--- config.mk ---
export PLATFORM = sky130hd
export DESIGN_NAME = pcm_count_irq
export DESIGN_NICKNAME = d
export VERILOG_FILES = /design/src/rtl/pcm_count_irq.sv
export SDC_FILE = /design/constraint.sdc
export NUM_CORES = 1
export LEC_CHECK = 0
export BUFFER_PORTS_ARGS = -buffer_cell sky130_fd_sc_hd__clkbuf_2
export CORE_MARGIN = 2
export CORE_UTILIZATION = 59
export CTS_CLUSTER_DIAMETER = 80
export DETAILED_ROUTE_END_ITERATION = 10
export PLACE_DENSITY = 0.83
export SYNTH_ARGS = -nofsm -noshare
export SYNTH_HDL_FRONTEND = slang
export SYNTH_SLANG_ARGS = --single-unit
--- constraint.sdc ---
create_clock -name clk -period 6.3 [get_ports clk]
set_input_delay 0.63 -clock clk [delete_from_list [all_inputs] [get_ports clk]]
set_output_delay 0.63 -clock clk [all_outputs]
set_load 0.03 [all_outputs]
--- src/rtl/pcm_count_irq.sv ---
module pcm_count_irq #(
  parameter int BYTE_W = 8,
  parameter int LEN_W  = 18
) (
  input  logic                  clk,
  input  logic                  rst_n,
  input  logic [BYTE_W-1:0]     cnt_hi,
  input  logic [BYTE_W-1:0]     cnt_lo,
  input  logic [1:0]            fmt,
  input  logic                  stereo,
  input  logic                  irq_en,
  input  logic                  play_en,
  input  logic                  pio_mode,
  input  logic                  fmt_err,
  input  logic                  xfer_valid,
  input  logic [LEN_W-1:0]      xfer_len,
  output logic                  dreq_hold,
  output logic                  irq_set,
  output logic [2*BYTE_W+1:0]   burst_limit
);
  localparam int SAMP_W = 2 * BYTE_W;
  localparam int CNT_W  = SAMP_W + 2;

  logic [1:0]       shift;
  logic [CNT_W-1:0] terminal, remaining, xferred, len_ext;
  logic             running, accept, hit, start;

  always_comb begin
    case (fmt)
      2'b10:   shift = stereo ? 2'd2 : 2'd1;
      default: shift = {1'b0, stereo};
    endcase
  end

  assign terminal  = CNT_W'({cnt_hi, cnt_lo}) << shift;
  assign remaining = (xferred >= terminal) ? '0 : terminal - xferred;
  assign len_ext   = CNT_W'(xfer_len);

  assign accept = xfer_valid && running && irq_en && (xfer_len != '0);
  assign hit    = accept && (len_ext == remaining);
  assign start  = play_en && !pio_mode && !fmt_err && !running;

  always_ff @(posedge clk) begin
    if (!rst_n) begin
      running <= 1'b0;
      xferred <= '0;
      irq_set <= 1'b0;
    end else begin
      irq_set <= hit;
      if (!play_en || fmt_err)
        running <= 1'b0;
      else if (start)
        running <= 1'b1;
      if (start || hit)
        xferred <= '0;
      else if (accept)
        xferred <= xferred + len_ext;
    end
  end

  assign dreq_hold   = running;
  assign burst_limit = irq_en ? remaining : '1;
endmodule

* After elaboration in Yosys (flattened, before gate mapping)
Index checks and enable logic that the tools add are counted.
** Word-level totals
- Output and inout bits :: 20
- Logic and storage cells :: 30
- Input port bits :: 44
- Register bits :: 20
** Cells by class
- Equality and inequality tests :: 2
- Bitwise logic cells :: 1
- Shifts and indexed selects :: 1
- Add/subtract/negate cells :: 2
- Reduce and logical (&&, ||, !) cells :: 16
- Mux-type cells :: 4
- Magnitude comparators :: 1
** Operator list (count)
- 18-bit 2-to-1 mux :: 2
- 18-bit adder :: 1
- 18-bit equality test :: 1
- 18-bit >= comparator :: 1
- 18-bit nonzero test :: 1
- 16-bit by 2-bit << shifter with 18-bit output :: 1
- 18-bit subtractor :: 1
- 1-bit logical AND :: 7
- 1-bit logical NOT :: 4
- 2-bit 2-to-1 mux :: 2
- 2-bit OR reduction :: 2
- 2-bit equality test, second input constant :: 1
- 1-bit logical OR :: 2
- 1-bit inverter :: 1

* Depth between registers and ports, before layout
- Word-level depth :: 9
- Depth in mapped cells :: 21
- Gate-level depth less buffers :: 16

* Worst setup path before layout
No wires, ideal clock.
- Path type :: in2out
- From :: input port fmt[1]
- To :: output port burst_limit[6]
- Setup slack :: 1237 ps
- Required time :: 5670 ps
- Stages :: 14
- Arrival :: 4433 ps
- Path through :: nor2b_1 > ha_1 > clkbuf_1 > buf_1 > mux4_2 > ha_1 > buf_2 > nand4_1 > nor3_2 > o31ai_1 > o21ai_1 > nand2_1 > buf_6 > o31ai_1
** On the way
- Longest elaborated chain between the ends :: 6
- Elaborated cells between the ends (all ways) :: 7
- Classes of those cells :: 1 x add/sub; 1 x order compare; 1 x eq/ne; 1 x shift; 3 x mux
** Ends and longest elaborated chain
- from (decl) :: line 9 : input logic [1:0] fmt,
- 2-bit equality test * :: line 29 : case (fmt)
- 2-bit 2-to-1 mux * :: line 29
- 16-bit by 2-bit << shifter with 18-bit output * :: line 35 : assign terminal = CNT_W'({cnt_hi, cnt_lo}) << shift;
- 18-bit subtractor or 18-bit >= comparator (tied branches) :: line 36 : assign remaining = (xferred >= terminal) ? '0 : terminal - xferred;
- 18-bit 2-to-1 mux * :: line 36
- 18-bit 2-to-1 mux * :: line 62 : assign burst_limit = irq_en ? remaining : '1;
- to (decl) :: line 19 : output logic [2*BYTE_W+1:0] burst_limit
Mark *: on every way between the ends. The rest lies on a longest branch, timed or not.

* Worst setup path in the final report
- From :: input port fmt[1]
- To :: register xferred[12]
** On the way
- Longest elaborated chain between the ends :: 9
- Elaborated cells between the ends (all ways) :: 10
- Classes of those cells :: 1 x add/sub; 1 x order compare; 2 x eq/ne; 1 x shift; 2 x mux; 3 x reduce/logical
** Ends and longest elaborated chain
- 2-bit equality test * :: line 29
- 2-bit 2-to-1 mux * :: line 29
- 16-bit by 2-bit << shifter with 18-bit output * :: line 35
- 18-bit subtractor or 18-bit >= comparator (tied branches) :: line 36
- 18-bit 2-to-1 mux * :: line 36
- 18-bit equality test * :: line 40 : assign hit = accept && (len_ext == remaining);
- 1-bit logical AND * :: line 40
- 1-bit logical OR * :: line 54 : if (start || hit)
- 2-bit OR reduction (no source line) *
- to (signal assigned) :: line 57 : xferred <= xferred + len_ext;
- to (decl) :: line 25 : logic [CNT_W-1:0] terminal, remaining, xferred, len_ext;
Marked as above.
A chain may end at the register's enable or synchronous reset.

==> metrics.md <==
| Metric | Value |
|---|---|
| Hold Path Origin | `xferred[17]` |
| Final worst setup slack | `just over 0.8 ns` |
| CTS max path bufs | `2` |
| Top cell type's share of synthesized area | `a little under an eighth` |
| Sequential share of the synthesized area | `10.6%` |
| Clk slew on worst S/H paths | `0.07 ns` |
| Worst Hold Endpoint | `xferred[17]` |
| CP arrival | `5.60 ns` |
| Core Footprint | `between 6000 and 7000 µm²` |
| Layout area overhead | `9.90%` |
| GRT overflow | `0` |
| Worst slew margin | `37.7%` |
| Initial core utilization | `60.4%` |
| Root buf cell | `clkbuf_8` |
| Final #Nets | `604` |
| Share of layout cells above drive strength 1 | `24.6%` |
| First-pass DRT Iterations | `6` |
| Synth area leaders | `ha_1 (12%), dfxtp_1 (11%), mux4_2 (5.9%), a21oi_1 (4.8%), nor2_1 (4.3%)` |
| H-Tree Depth | `1` |
| CTS tree | `done` |
| R2R cell count | `13` |
| Crit share post-route | `roughly 87%` |
| Clk sink count | `20` |
| Syn Inst Count | `between 400 and 500` |
| Crit path time final | `roughly 5.5 ns` |
| Site Rows | `29` |
| Setup TNS | `0 ns` |
| Place WS | `0.657 ns` |
| Switching Fraction | `48.3%` |
| Postcts setup bufs | `0` |
| Ant diodes | `0` |
| Largest net degree at the start of global routing | `35` |
| Number of synthesized flops with an enable pin | `0` |
| Synth unique cells | `86` |
| CP max stage delay | `~0.90 ns` |
| Dominant cell type by area after synthesis | `ha_1` |
| Final Hold Vio Count | `0` |
| Resized Gates After CTS | `0` |
| Routed Antenna Nets | `0` |
| Most numerous cell in the Yosys netlist | `nor2_1` |
| Commonest cells post-synth | `nor2_1 (43), a21oi_1 (36), ha_1 (36), nand2_1 (31), inv_1 (28)` |
| Synth Cell Area | `3790 µm²` |
| Final setup fails | `0` |
| Endpoint type of the worst setup path | `flip-flop` |
| Hold Slack | `~0.55 ns` |
| Yosys warning count | `0` |
| Status | `completed` |
| Num CTS Buffers | `3` |
| Post-CTS Hold Fix Bufs | `0` |
| Flop pwr share | `18.5%` |
| Logic pwr share | `roughly two thirds` |
| Synth Area per Inst | `8.06 µm²` |
| Cell depth of the worst hold path | `2` |
| LEAKAGE | `~1.7 nW` |
| GPL Wtd Cong | `0.930` |
| Initial antenna violation count | `0` |
| DR iter-0 viols | `a little over 300` |
| Chip width | `84.1 µm` |
| Critical path cell sequence | `clkbuf_2, nor2b_1, ha_1, mux4_2, ha_1, nand4_1, nor3_2, o31ai_1, o21ai_1, nand2_1, a2111oi_1, and4_1, nand4_2, nor4_4, buf_4, a2111oi_0` |
| RSZ-0062 raised after global routing | `false` |
| Final Slew Violations | `0` |
| Dominant synthesized flop cell | `dfxtp_1` |
| Launching point of the worst reg2reg path | `xferred[0]` |
| Worst skew pair latency | `0.26 ns` |
| Number of max-cap violations | `0` |
| Clock power share | `14.0%` |
| Cell-internal power | `0.359 mW` |
| Pwr/cell area | `167 nW/µm²` |
| Hold crit path type | `reg -> reg` |
| Via density | `between 6 and 7` |
| Power Total | `approximately 0.7 mW` |
| Die H | `between 80 and 90 µm` |
| Synthesis-stage register bit count | `20` |
| Post-DP HPWL | `8.74 mm` |
| Crit-path slowest cell | `ha_1` |
| R2R setup slack | `2.39 ns` |
| Setup Skew | `around 0.0036 ns` |
| DRT Wirelength | `approximately 11 mm` |
| FFs w/ async S/R, synth | `0%` |
| I/O Pins | `64` |
| Design Area, Final | `4170 µm²` |
| Maximum clock frequency | `183 MHz` |
| CP max FO | `22` |
| Worst vdd rail ir drop | `0.115 mV` |
| Vias in the first global route | `3,650` |
| Slew @ Worst Pin | `just over 0.9 ns` |
| Tot GR Track Use | `between 20% and 30%` |
| Syn nets | `around 550` |
| Fillcell total | `555` |
| Critical path class | `in -> reg` |
| First-pass GRT wire length | `~17 mm` |
| Required time of the critical path | `6.43 ns` |
| Drt drc | `0` |
| CP startpoint kind | `primary input` |
| Die area | `between 7000 and 8000 µm²` |
| Via count | `3,960` |
| Drt wl/cell | `17.8 µm` |
| Placement Cell Area | `4110 µm²` |
| CP dominant cell by count | `ha_1` |
| NetSw | `0.335 mW` |
| Reg-to-Reg End | `xferred[12]` |
| Port Buffers | `63` |
[per-stage QoR]
step / utilization (%) / cells
after global routing: 66.4 / 598
after detailed placement: 65.5 / 594
after floorplan: - / 470
final: 66.4 / 598
after CTS: 66.4 / 598
after global placement: 65.5 / 594
[cells in the final DEF, fill, tap and decap left out, types with 13 or more instances in the layout]
cell type	count
clkbuf_2	63
nor2_1	43
a21oi_1	36
ha_1	36
nand2_1	31
inv_1	28
o21ai_0	24
dfxtp_1	20
nor3_1	19
xnor2_1	17
mux2i_1	13
[power by group through the flow]
stage	combinational [mW]	clock, mW	sequential [mW]
6_report	0.469	0.0971	0.128
5_1_grt	0.507	0.105	0.129
4_1_cts	0.460	0.0981	0.128
3_5_place_dp	0.458	0	0.131
3_3_place_gp	0.449	0	0.131
2_1_floorplan	0.356	0	0.131
[cells by family (layout without fill, tap and decap cells)]
| logic type | after synthesis | count (layout) | synth area share (%) |
|---|---|---|---|
| adders and majority gates | 38 | 38 | 12.9 |
| buffers and inverters | 47 | 98 | 6.14 |
| xor gates and xnor gates | 28 | 28 | 6.47 |
| DFF | 20 | 20 | 10.6 |
| and+or+nand+nor | 163 | 163 | 23.8 |
| AOI/OAI and AO/OA | 149 | 149 | 30.1 |
| muxes | 25 | 25 | 9.97 |
[worst max-delay path, delay by kind of cell]
kind | cells | cell delay, ns
AND/OR/NAND/NOR | 7 | 1.52
buffers and inverters | 2 | 0.39
multiplexers | 1 | 0.61
adder cells (fa/ha/maj) | 2 | 1.37
AO/OA/AOI/OAI | 4 | 1.07
[layout make-up]
cell class | count | area [µm²] | share of cell area (%)
clock buffer | 4 | 55.1 | 1.32
inverter | 28 | 105 | 2.52
timing repair buffer | 66 | 338 | 8.11
sequential | 20 | 400 | 9.61
multi-input combinational | 403 | 3170 | 76.1
tap | 77 | 96.3 | 2.31
[routing by layer]
metal	up-vias	global-route usage, %	share of wire, %
met5	-	0	0
met4	0	9.53	3.7
met3	32	5.01	7.8
met2	195	49.7	48
li1	1887	-	-
met1	1846	39.2	41
[sequential cells by signal (all words and copies together) (netlist names)]
| name | cells |
|---|---|
| xferred | 18 |
| dreq_hold | 1 |
| irq_set | 1 |
[worst max path at each step]
stage           start              to  slack, ns  cells after the start
4_1_cts        fmt[1]     xferred[12]       0.92                     16
3_3_place_gp   fmt[1]     xferred[12]       0.98                     16
5_1_grt        fmt[1]     xferred[13]       0.43                     16
6_report       fmt[1]     xferred[12]       0.83                     16
3_5_place_dp   fmt[1]     xferred[12]       0.66                     16
2_1_floorplan  fmt[1]  burst_limit[6]       1.24                     14
(Power assumes the default switching activity.)
